==> src/rtl/slc_pkg.sv <==
package slc_pkg;

  localparam int unsigned MIN_SECT_BYTES = 256;
  localparam logic [31:0] SECT_LEN_LIMIT = 32'h0100_0000;

  typedef struct packed {
    logic bad_sel;
    logic bad_len;
    logic misaligned;
    logic too_many;
  } cfg_fault_t;

  function automatic logic len_is_legal(input logic [31:0] len);
    logic pow2;
    pow2 = (len != 32'd0) && ((len & (len - 32'd1)) == 32'd0);
    return pow2 && (len[7:0] == 8'd0) && (len < SECT_LEN_LIMIT);
  endfunction

  function automatic logic [5:0] len_lg2(input logic [31:0] len);
    logic [5:0] lg;
    lg = '0;
    for (int b = 0; b < 32; b++) begin
      if (len[b]) lg = 6'(b);
    end
    return lg;
  endfunction

  function automatic logic start_aligned(input logic [63:0] start, input logic [31:0] len);
    return (start & (64'(len) - 64'd1)) == 64'd0;
  endfunction

  function automatic logic [63:0] clear_below(input logic [63:0] a, input logic [31:0] len);
    return a & ~(64'(len) - 64'd1);
  endfunction

endpackage

==> src/rtl/slc_region_table.sv <==
module slc_region_table
  import slc_pkg::*;
#(
  parameter int unsigned NREG     = 4,
  parameter int unsigned CNT_W    = 8,
  parameter int unsigned LEN_W    = 24,
  parameter int unsigned MAX_SECT = 64,
  parameter int unsigned TOT_W    = 35,
  parameter int unsigned IDX_W    = 10
) (
  input  logic [$clog2(NREG+1)-1:0] cfg_nregions,
  input  logic [NREG*CNT_W-1:0]     cfg_count,
  input  logic [NREG*LEN_W-1:0]     cfg_len,
  input  logic [CNT_W-1:0]          uni_count,
  input  logic [LEN_W-1:0]          uni_len,
  output logic [NREG-1:0]           active_o,
  output logic [TOT_W-1:0]          start_o   [NREG],
  output logic [TOT_W-1:0]          end_o     [NREG],
  output logic [IDX_W-1:0]          base_idx_o[NREG],
  output logic [LEN_W-1:0]          len_o     [NREG],
  output logic [5:0]                lg_o      [NREG],
  output cfg_fault_t                fault_o
);

  localparam int unsigned NSEL_W = $clog2(NREG+1);

  logic                 uniform;
  logic [CNT_W-1:0]     eff_cnt [NREG];
  logic [IDX_W-1:0]     end_idx [NREG];
  logic [NREG-1:0]      bad_len_v;
  logic [NREG-1:0]      misal_v;

  assign uniform = (cfg_nregions == '0);

  for (genvar i = 0; i < NREG; i++) begin : g_reg
    logic [CNT_W-1:0] cnt_raw;
    logic [LEN_W-1:0] len_raw;
    logic [TOT_W-1:0] span;

    assign cnt_raw = cfg_count[i*CNT_W +: CNT_W];
    assign len_raw = cfg_len[i*LEN_W +: LEN_W];

    if (i == 0) begin : g_first
      assign eff_cnt[i]    = uniform ? uni_count : cnt_raw;
      assign len_o[i]      = uniform ? uni_len   : len_raw;
      assign active_o[i]   = 1'b1;
      assign start_o[i]    = '0;
      assign base_idx_o[i] = '0;
    end else begin : g_next
      assign eff_cnt[i]    = cnt_raw;
      assign len_o[i]      = len_raw;
      assign active_o[i]   = !uniform && (NSEL_W'(i) < cfg_nregions);
      assign start_o[i]    = end_o[i-1];
      assign base_idx_o[i] = end_idx[i-1];
    end

    assign lg_o[i]    = len_lg2(32'(len_o[i]));
    assign span       = active_o[i] ? (TOT_W'(eff_cnt[i]) << lg_o[i]) : '0;
    assign end_o[i]   = start_o[i] + span;
    assign end_idx[i] = base_idx_o[i] + (active_o[i] ? IDX_W'(eff_cnt[i]) : '0);

    assign bad_len_v[i] = active_o[i] && !len_is_legal(32'(len_o[i]));
    assign misal_v[i]   = active_o[i] && !start_aligned(64'(start_o[i]), 32'(len_o[i]));
  end

  assign fault_o.bad_sel    = cfg_nregions > NSEL_W'(NREG);
  assign fault_o.bad_len    = |bad_len_v;
  assign fault_o.misaligned = |misal_v;
  assign fault_o.too_many   = end_idx[NREG-1] > IDX_W'(MAX_SECT);

endmodule

==> src/rtl/slc_match.sv <==
module slc_match
  import slc_pkg::*;
#(
  parameter int unsigned NREG   = 4,
  parameter int unsigned ADDR_W = 24,
  parameter int unsigned LEN_W  = 24,
  parameter int unsigned TOT_W  = 35,
  parameter int unsigned IDX_W  = 10
) (
  input  logic [ADDR_W-1:0] addr,
  input  logic [NREG-1:0]   active,
  input  logic [TOT_W-1:0]  start_i   [NREG],
  input  logic [TOT_W-1:0]  end_i     [NREG],
  input  logic [IDX_W-1:0]  base_idx_i[NREG],
  input  logic [LEN_W-1:0]  len_i     [NREG],
  input  logic [5:0]        lg_i      [NREG],
  output logic              hit_o,
  output logic [IDX_W-1:0]  idx_o,
  output logic [LEN_W-1:0]  len_o,
  output logic [ADDR_W-1:0] base_o
);

  logic [TOT_W-1:0] addr_w;
  logic [NREG-1:0]  hit_v;
  logic [IDX_W-1:0] local_idx [NREG];

  assign addr_w = TOT_W'(addr);

  for (genvar i = 0; i < NREG; i++) begin : g_cmp
    assign hit_v[i]     = active[i] && (addr_w >= start_i[i]) && (addr_w < end_i[i]);
    assign local_idx[i] = IDX_W'((addr_w - start_i[i]) >> lg_i[i]);
  end

  always_comb begin
    hit_o = 1'b0;
    idx_o = '0;
    len_o = '0;
    for (int i = NREG - 1; i >= 0; i--) begin
      if (hit_v[i]) begin
        hit_o = 1'b1;
        idx_o = base_idx_i[i] + local_idx[i];
        len_o = len_i[i];
      end
    end
  end

  assign base_o = ADDR_W'(clear_below(64'(addr), 32'(len_o)));

endmodule

==> src/rtl/slc_pend_map.sv <==
module slc_pend_map #(
  parameter int unsigned MAX_SECT = 64,
  parameter int unsigned IDX_W    = 10
) (
  input  logic                clk,
  input  logic                rst_n,
  input  logic                set_en,
  input  logic [IDX_W-1:0]    set_idx,
  input  logic                clr,
  input  logic [IDX_W-1:0]    rd_idx,
  output logic                rd_bit,
  output logic [MAX_SECT-1:0] map_o
);

  localparam int unsigned MAP_AW = (MAX_SECT > 1) ? $clog2(MAX_SECT) : 1;

  for (genvar i = 0; i < MAX_SECT; i++) begin : g_bit
    always_ff @(posedge clk) begin
      if (!rst_n)                                   map_o[i] <= 1'b0;
      else if (clr)                                 map_o[i] <= 1'b0;
      else if (set_en && (set_idx == IDX_W'(i)))    map_o[i] <= 1'b1;
    end
  end

  assign rd_bit = (rd_idx < IDX_W'(MAX_SECT)) ? map_o[rd_idx[MAP_AW-1:0]] : 1'b0;

endmodule

==> src/rtl/slc_sector_locator.sv <==
module slc_sector_locator
  import slc_pkg::*;
#(
  parameter int unsigned ADDR_W   = 24,
  parameter int unsigned NREG     = 4,
  parameter int unsigned CNT_W    = 8,
  parameter int unsigned LEN_W    = 24,
  parameter int unsigned MAX_SECT = 64
) (
  input  logic                              clk,
  input  logic                              rst_n,
  input  logic [$clog2(NREG+1)-1:0]         cfg_nregions_i,
  input  logic [NREG*CNT_W-1:0]             cfg_count_i,
  input  logic [NREG*LEN_W-1:0]             cfg_len_i,
  input  logic [CNT_W-1:0]                  cfg_uni_count_i,
  input  logic [LEN_W-1:0]                  cfg_uni_len_i,
  input  logic [ADDR_W-1:0]                 addr_i,
  input  logic                              mark_i,
  input  logic                              clear_i,
  output logic [CNT_W+$clog2(NREG)-1:0]     sect_idx_o,
  output logic [LEN_W-1:0]                  sect_len_o,
  output logic [ADDR_W-1:0]                 sect_base_o,
  output logic                              erasing_o,
  output logic                              out_of_range_o,
  output logic                              cfg_err_o
);

  localparam int unsigned IDX_W = CNT_W + $clog2(NREG);
  localparam int unsigned TOT_W = LEN_W + CNT_W + $clog2(NREG) + 1;

  logic [NREG-1:0]  rg_active;
  logic [TOT_W-1:0] rg_start   [NREG];
  logic [TOT_W-1:0] rg_end     [NREG];
  logic [IDX_W-1:0] rg_base_idx[NREG];
  logic [LEN_W-1:0] rg_len     [NREG];
  logic [5:0]       rg_lg      [NREG];
  cfg_fault_t       fault;

  logic              lk_hit;
  logic [IDX_W-1:0]  lk_idx;
  logic [LEN_W-1:0]  lk_len;
  logic [ADDR_W-1:0] lk_base;

  logic                cfg_bad;
  logic                lk_valid;
  logic                mark_accept;
  logic                pend_rd;
  logic [MAX_SECT-1:0] pend_map;

  slc_region_table #(
    .NREG(NREG), .CNT_W(CNT_W), .LEN_W(LEN_W),
    .MAX_SECT(MAX_SECT), .TOT_W(TOT_W), .IDX_W(IDX_W)
  ) u_table (
    .cfg_nregions (cfg_nregions_i),
    .cfg_count    (cfg_count_i),
    .cfg_len      (cfg_len_i),
    .uni_count    (cfg_uni_count_i),
    .uni_len      (cfg_uni_len_i),
    .active_o     (rg_active),
    .start_o      (rg_start),
    .end_o        (rg_end),
    .base_idx_o   (rg_base_idx),
    .len_o        (rg_len),
    .lg_o         (rg_lg),
    .fault_o      (fault)
  );

  slc_match #(
    .NREG(NREG), .ADDR_W(ADDR_W), .LEN_W(LEN_W), .TOT_W(TOT_W), .IDX_W(IDX_W)
  ) u_match (
    .addr       (addr_i),
    .active     (rg_active),
    .start_i    (rg_start),
    .end_i      (rg_end),
    .base_idx_i (rg_base_idx),
    .len_i      (rg_len),
    .lg_i       (rg_lg),
    .hit_o      (lk_hit),
    .idx_o      (lk_idx),
    .len_o      (lk_len),
    .base_o     (lk_base)
  );

  assign cfg_bad     = |fault;
  assign lk_valid    = lk_hit && !cfg_bad;
  assign mark_accept = mark_i && lk_valid;

  slc_pend_map #(
    .MAX_SECT(MAX_SECT), .IDX_W(IDX_W)
  ) u_pend (
    .clk     (clk),
    .rst_n   (rst_n),
    .set_en  (mark_accept),
    .set_idx (lk_idx),
    .clr     (clear_i),
    .rd_idx  (lk_idx),
    .rd_bit  (pend_rd),
    .map_o   (pend_map)
  );

  always_ff @(posedge clk) begin
    if (!rst_n) begin
      sect_idx_o     <= '0;
      sect_len_o     <= '0;
      sect_base_o    <= '0;
      erasing_o      <= 1'b0;
      out_of_range_o <= 1'b0;
      cfg_err_o      <= 1'b0;
    end else begin
      cfg_err_o      <= cfg_bad;
      out_of_range_o <= !cfg_bad && !lk_hit;
      sect_idx_o     <= lk_valid ? lk_idx  : '0;
      sect_len_o     <= lk_valid ? lk_len  : '0;
      sect_base_o    <= lk_valid ? lk_base : '0;
      erasing_o      <= lk_valid && pend_rd;
    end
  end

endmodule

==> config.mk <==
export PLATFORM = sky130hd
export DESIGN_NAME = slc_sector_locator
export DESIGN_NICKNAME = d
export VERILOG_FILES = /design/src/rtl/slc_pkg.sv /design/src/rtl/slc_region_table.sv /design/src/rtl/slc_match.sv /design/src/rtl/slc_pend_map.sv /design/src/rtl/slc_sector_locator.sv
export SDC_FILE = /design/constraint.sdc
export NUM_CORES = 2
export LEC_CHECK = 0
export CAP_MARGIN = 20
export CORE_MARGIN = 3
export CORE_UTILIZATION = 43
export CTS_BUF_LIST = sky130_fd_sc_hd__clkbuf_2 sky130_fd_sc_hd__clkbuf_4 sky130_fd_sc_hd__clkbuf_8
export DETAILED_ROUTE_END_ITERATION = 10
export GPL_TIMING_DRIVEN = 0
export PLACE_DENSITY_LB_ADDON = 0.12
export SKIP_LAST_GASP = 1
export SLEW_MARGIN = 40
export SYNTH_ARGS = -nofsm -noshare
export SYNTH_HDL_FRONTEND = slang
export SYNTH_SLANG_ARGS = --single-unit
export TNS_END_PERCENT = 100
==> constraint.sdc <==
create_clock -name clk -period 14.66 [get_ports clk]
set_clock_uncertainty 0.1 [all_clocks]
set_input_delay 1.466 -clock clk [delete_from_list [all_inputs] [get_ports clk]]
set_output_delay 1.466 -clock clk [all_outputs]
set_load 0.005 [all_outputs]
## Word level (Yosys, flattened, before mapping)

Cells that the tools add are included.
W data, S select, Z words.

| storage, ports and cells | value |
|---|---|
| register bits | 125 |
| input port bits | 191 |
| output and inout port bits | 61 |
| logic and storage cells | 423 |

| cells by class | value |
|---|---|
| add/sub/neg operators | 20 |
| $lt $le $gt $ge | 15 |
| equality and inequality tests | 63 |
| shift operators | 8 |
| muxes and demuxes | 115 |
| bitwise gates (word level) | 10 |
| reductions and logical operators | 122 |

Operators by type and width:

| cell | count |
|---|---|
| $eq A10 B6 Y1 const B | 32 |
| $and A35 B64 Y64 | 3 |
| $logic_not A64 Y1 | 3 |
| $sub A24 B1 Y25 const B | 7 |
| $eq A10 B5 Y1 const B | 16 |
| $lt A24 B35 Y1 | 4 |
| $mux W6 | 22 |
| $and A24 B32 Y32 | 4 |
| $logic_not A32 Y1 | 4 |
| $mux W24 | 5 |
| $mux W5 | 24 |
| $add A35 B35 Y35 | 3 |
| $ge A24 B35 Y1 | 3 |
| $mux W35 | 3 |
| $shl A8 B5 Y35 | 3 |
| $shr A35 B5 Y10 | 3 |
| $sub A24 B35 Y35 | 3 |
| $mux W4 | 24 |
| $reduce_bool A24 Y1 | 4 |
| $logic_and A1 B1 Y1 | 92 |
| $eq A10 B4 Y1 const B | 8 |
| $add A10 B10 Y10 | 4 |
| $eq A10 B3 Y1 const B | 4 |
| $mux W10 | 4 |
| 28 further kinds | 71 |

## Depth between registers and ports, before layout

| logic depth | value |
|---|---|
| depth after elaboration | 39 |
| mapped depth | 73 |

## Modules after synthesis

Synthesis repeated with hierarchy kept, for this count alone.

| unflattened totals | value |
|---|---|
| cell total of the unflattened synthesis | 5610 |
| area total of the unflattened synthesis | 39435.3 um2 |

By module, submodules not included:

| module | times used | cells each | area an instance (um2) | seq. area each (um2) |
|---|---|---|---|---|
| slc_match | 1 | 2975 | 20229.4 | 0.0 |
| slc_region_table | 1 | 2211 | 14821.7 | 0.0 |
| slc_pend_map | 1 | 287 | 2690.1 | 1281.2 |
| slc_sector_locator | 1 | 137 | 1694.1 | 1221.2 |

## Worst setup path after synthesis

Ideal clock, no wire load.

| timing path | value |
|---|---|
| kind | in2reg |
| from | in cfg_nregions_i[0] |
| to | reg u_pend.map_o[54] |
| library setup time | 0.124 ns |
| arrival | 13.484 ns |
| data required time | 14.436 ns |
| slack | 0.952 ns |
| stages on the path | 66 |
| path through | buf_2 buf_2 nor3_2 buf_4 mux2i_1 and3_1 o221ai_1 o21a_1 nor2_1 buf_2 buf_2 a21oi_1 mux2_2 or2_2 inv_1 ha_1 o21a_1 o31a_1 [... 30 more ...] a21o_1 a21oi_1 o21bai_1 a21oi_1 nor2b_1 o21a_1 o21ai_0 nand2b_1 a21oi_1 xnor2_1 nor3_1 nand3b_1 o211ai_1 o211ai_1 nand4b_1 clkbuf_1 buf_2 o21ai_0 |

| between the ends | value |
|---|---|
| longest elaborated chain between the ends | 38 |
| elaborated cells on any way between the ends | 109 |
| those cells by class | 13 x add/sub; 12 x order compare; 1 x eq/ne; 5 x shift; 39 x mux; 4 x bitwise; 35 x reduce/logical |

RTL lines:

| item | RTL line | text |
|---|---|---|
| start: declaration | slc_sector_locator.sv:12 | `input logic [$clog2(NREG+1)-1:0] cfg_nregions_i,` |
| branches (longest 37 deep; another with $mux W24) | - |  |
| $logic_and A1 B1 Y1 (*) | slc_pend_map.sv:21 | `else if (set_en && (set_idx == IDX_W'(i))) map_o[i] <= 1'b1;` |
| end signal: indexed assignment | slc_pend_map.sv:19 | `if (!rst_n) map_o[i] <= 1'b0;` |
| end signal: indexed assignment | slc_pend_map.sv:20 | `else if (clr) map_o[i] <= 1'b0;` |
| end signal: indexed assignment | slc_pend_map.sv:21 |  |
| end: declaration | slc_pend_map.sv:12 | `output logic [MAX_SECT-1:0] map_o` |

Mark *: on every way between the ends.
A chain may end at the register's enable or synchronous reset.

## Worst setup path after layout

| timing path | value |
|---|---|
| from | in cfg_nregions_i[2] |
| to | reg u_pend.map_o[18] |

The elaborated chain is that of the path after synthesis.

==> results.json <==
{
  "hold_buffers": 0,
  "yosysTopAreaCell": "ha_1",
  "path_class": "in2reg",
  "finalWirelength_mm": 160.4,
  "dr.pass1.iters": 6,
  "worst_slack_ns": 0.4281,
  "synthMuxAreaShare_pct": 7.235,
  "yosys.area_share.simple_pct": 27.00,
  "timing.fmax_mhz": 70.26,
  "final_common_cell": "nand2_1",
  "fp-row-count": 96,
  "r2r_start": "u_pend.map_o[27]",
  "placed_cells": 5576,
  "drtIter0Drc": 4418,
  "cts_tree": "yes",
  "port_buffers": 251,
  "grt_pass1_wl_mm": 229.8,
  "finalPower_mw": 3.336,
  "grt_pass1_vias": 34297,
  "insertion_delay_ns": 0.45,
  "vdd_drop_max_mv": 0.1430,
  "clk_pin_slew_ns": 0.08,
  "grt_usage_pct": 41.39,
  "synthAdderAreaFrac_pct": 14.07,
  "hold_end": "u_pend.map_o[50]",
  "initial_utilization_pct": 43.60,
  "rrSetupSlack_ns": 12.80,
  "drv_cap": 0,
  "core_region_area_um2": 68830,
  "htreeDepth": 4,
  "seq_area_frac_synth_pct": 8.340,
  "drive_above_1_share_pct": 11.94,
  "violations": "max-slew violations",
  "r2r_cells": 6,
  "switching_share_pct": 54.58,
  "drc": 0,
  "holdWs_ns": 0.3530,
  "ant_nets": 0,
  "hold-path-cell-count": 2,
  "slew_headroom_pct": -32.03,
  "synth_area_um2": 30010,
  "avgSynthCellArea_um2": 6.871,
  "power.switching_mw": 1.820,
  "cts.sinks": 125,
  "final_cells": 5696,
  "intPower_mw": 1.515,
  "antenna_found_initial": 10,
  "path_max_fanout": 10,
  "hpwl_mm": 129.5,
  "yosysWarnings": 0,
  "cp-end-kind": "flip-flop",
  "seqPwrFrac_pct": 10.2,
  "r2r_end": "erasing_o",
  "finalCritPeriodShare_pct": 97.08,
  "vias": 37698,
  "synth_edf_count": 0,
  "via_per_inst": 6.618,
  "power-per-cell-area_nw_per_um2": 91.35,
  "status": "finished, violations left",
  "fp.dieH_um": 270.2,
  "final_cell_mix": "nand2_1 (515), nor2_1 (400), a21oi_1 (328), ha_1 (304), clkdlybuf4s50_1 (221)",
  "fin_nets": 5261,
  "synth-compound-area-share_pct": 31.93,
  "routedWlPerCell_um": 28.17,
  "ys.flop_type": "dfxtp_1",
  "die_area_um2": 72990,
  "clkPwrFrac_pct": 10.9,
  "start_kind": "input port",
  "cp_data_arrival_time_ns": 14.49,
  "slowest_delay_ns": 0.44,
  "syn_inst": 4367,
  "synthToLayoutAreaGrowth_pct": 21.69,
  "die_w_um": 270.2,
  "period_minus_slack_ns": 14.23,
  "dp_worst_setup_slack_ns": -3.846,
  "synth_seq_cells": 125,
  "cts_buffers": 17,
  "worst_pin_slew_ns": 1.956,
  "async_reset_ff_share_pct": 0,
  "overflow": 0,
  "cpMaxStageDelayCell": "fa_1",
  "gp_congestion": 1.060,
  "root_buffer": "clkbuf_8",
  "combPwrFrac_pct": 78.9,
  "finalMaxSlewViolations": 5,
  "grt_start_max_net_pins": 23,
  "power.leakage_nw": 15.16,
  "clockBufferDepth": 2,
  "finalSetupViolations": 0,
  "synth_top_family_by_area": "compound AO/OA/AOI/OAI gates",
  "ys_types": 119,
  "hold_viol": 0,
  "critPathRequiredTime_ns": 14.92,
  "synth_xor_xnor_area_share_pct": 6.217,
  "io_pins": 252,
  "crit_top_cell": "a21o_1",
  "worstHoldPathType": "reg2reg",
  "synth_top_cell_area_share_pct": 13.13,
  "synth.area.top_cells": "ha_1 (13%), dfxtp_1 (8.3%), nand2_1 (6.6%), mux2i_1 (6.1%), a21oi_1 (5.9%)",
  "hold_start": "u_pend.map_o[50]"
}
-- Yosys cell counts (17+ instances only) --
cell      instances
o21ai_1          18
ha_1            315
or2_2            23
a211o_1          18
xor2_1           78
nand2b_1         49
o31ai_1          96
o21bai_1         41
or3_1            59
nor4_1           54
nor3_1          117
mux2i_1         182
nand3_1         118
clkbuf_1        141
a211oi_1         80
nand2_1         527
inv_1           198
mux2_2           21
buf_1            24
a21o_1          114
o21ai_0         236
o22ai_1          26
a21oi_1         355
o211ai_1         56
buf_2            30
or4_1            17
o31a_1           20
and3_1           56
and2_1           71
a31oi_1          60
nor2b_1          50
xnor2_1         135
nor2_1          421
nand4_1          32
dfxtp_1         125
o21a_1           55
-- state kept, by name (all words and copies together) (netlist names) --
name            flops
out_of_range_o      1
cfg_err_o           1
erasing_o           1
sect_len_o         24
sect_idx_o         10
u_pend.map_o       64
sect_base_o        24
-- logic make-up (layout without fill, tap and decap cells) --
group,Yosys count,after routing
buffers and inverters,400,771
flip-flops,125,125
adder cells (fa/ha/maj),331,331
XOR/XNOR,213,213
other,1,27
AND/OR/NAND/NOR,1673,1674
AO/OA/AOI/OAI,1416,1416
multiplexers,208,208
-- worst max-delay path, delay by kind of cell --
kind,cells,cell delay [ns]
AO/OA/AOI/OAI,26,4.74
AND/OR/NAND/NOR,14,2.82
adder cells (fa/ha/maj),6,2.01
buffers and inverters,12,1.81
multiplexers,4,0.99
XOR/XNOR,3,0.62
-- how the worst max path moves through the flow --
stage	from	end	slack (ns)
after global placement	cfg_len_i[26]	u_pend.map_o[11]	-3.83
after detailed placement	cfg_len_i[26]	u_pend.map_o[11]	-3.85
after CTS	cfg_len_i[27]	u_pend.map_o[3]	0.02
final	cfg_nregions_i[2]	u_pend.map_o[18]	0.43
after global routing	cfg_nregions_i[2]	u_pend.map_o[5]	-0.06
after floorplan	cfg_nregions_i[0]	u_pend.map_o[54]	0.95
-- final cells by class --
type	instances	area [um2]
Sequential cell	125	2502
Inverter	201	754.5
Multi-Input combinational cell	3860	27480
Fill cell	7048	32310
Buffer	190	940.9
Clock inverter	14	230.2
Clock buffer	18	241.5
Timing Repair Buffer	348	3173
Tap cell	931	1165
Antenna cell	9	22.52
-- what timing repair did --
item                       4_1_cts  5_1_grt
setup endpoints to repair      118      117
buffers inserted                38       49
hold endpoints to repair         0        0
pin swaps                       23       44
resized for setup              199      197
cloned                           0        1
-- per-stage QoR --
stage | TNS [ns] | cell area, um2 | utilization (%)
after floorplan | 0 | 30070 | -
after global placement | -382.01 | 33750 | 49.03
after detailed placement | -382.52 | 33830 | 49.16
after CTS | 0 | 35390 | 51.41
after global routing | -1.593 | 36500 | 53.03
final | 0 | 36510 | 53.05
-- power groups by stage --
stage	registers (mW)	clock network [mW]	logic (mW)
3_3_place_gp	0.348	0	2.35
6_report	0.340	0.362	2.63
4_1_cts	0.341	0.362	2.45
2_1_floorplan	0.349	0	1.62
3_5_place_dp	0.348	0	2.36
5_1_grt	0.341	0.375	2.80
-- layer usage --
metal | global-route usage [%] | part of all wire [%]
met5 | 0 | 0
met4 | 23.38 | 7.0
met1 | 55.71 | 41
met3 | 8.537 | 11
met2 | 61.25 | 41
No activity file was read; power rests on OpenSTA's default activity.
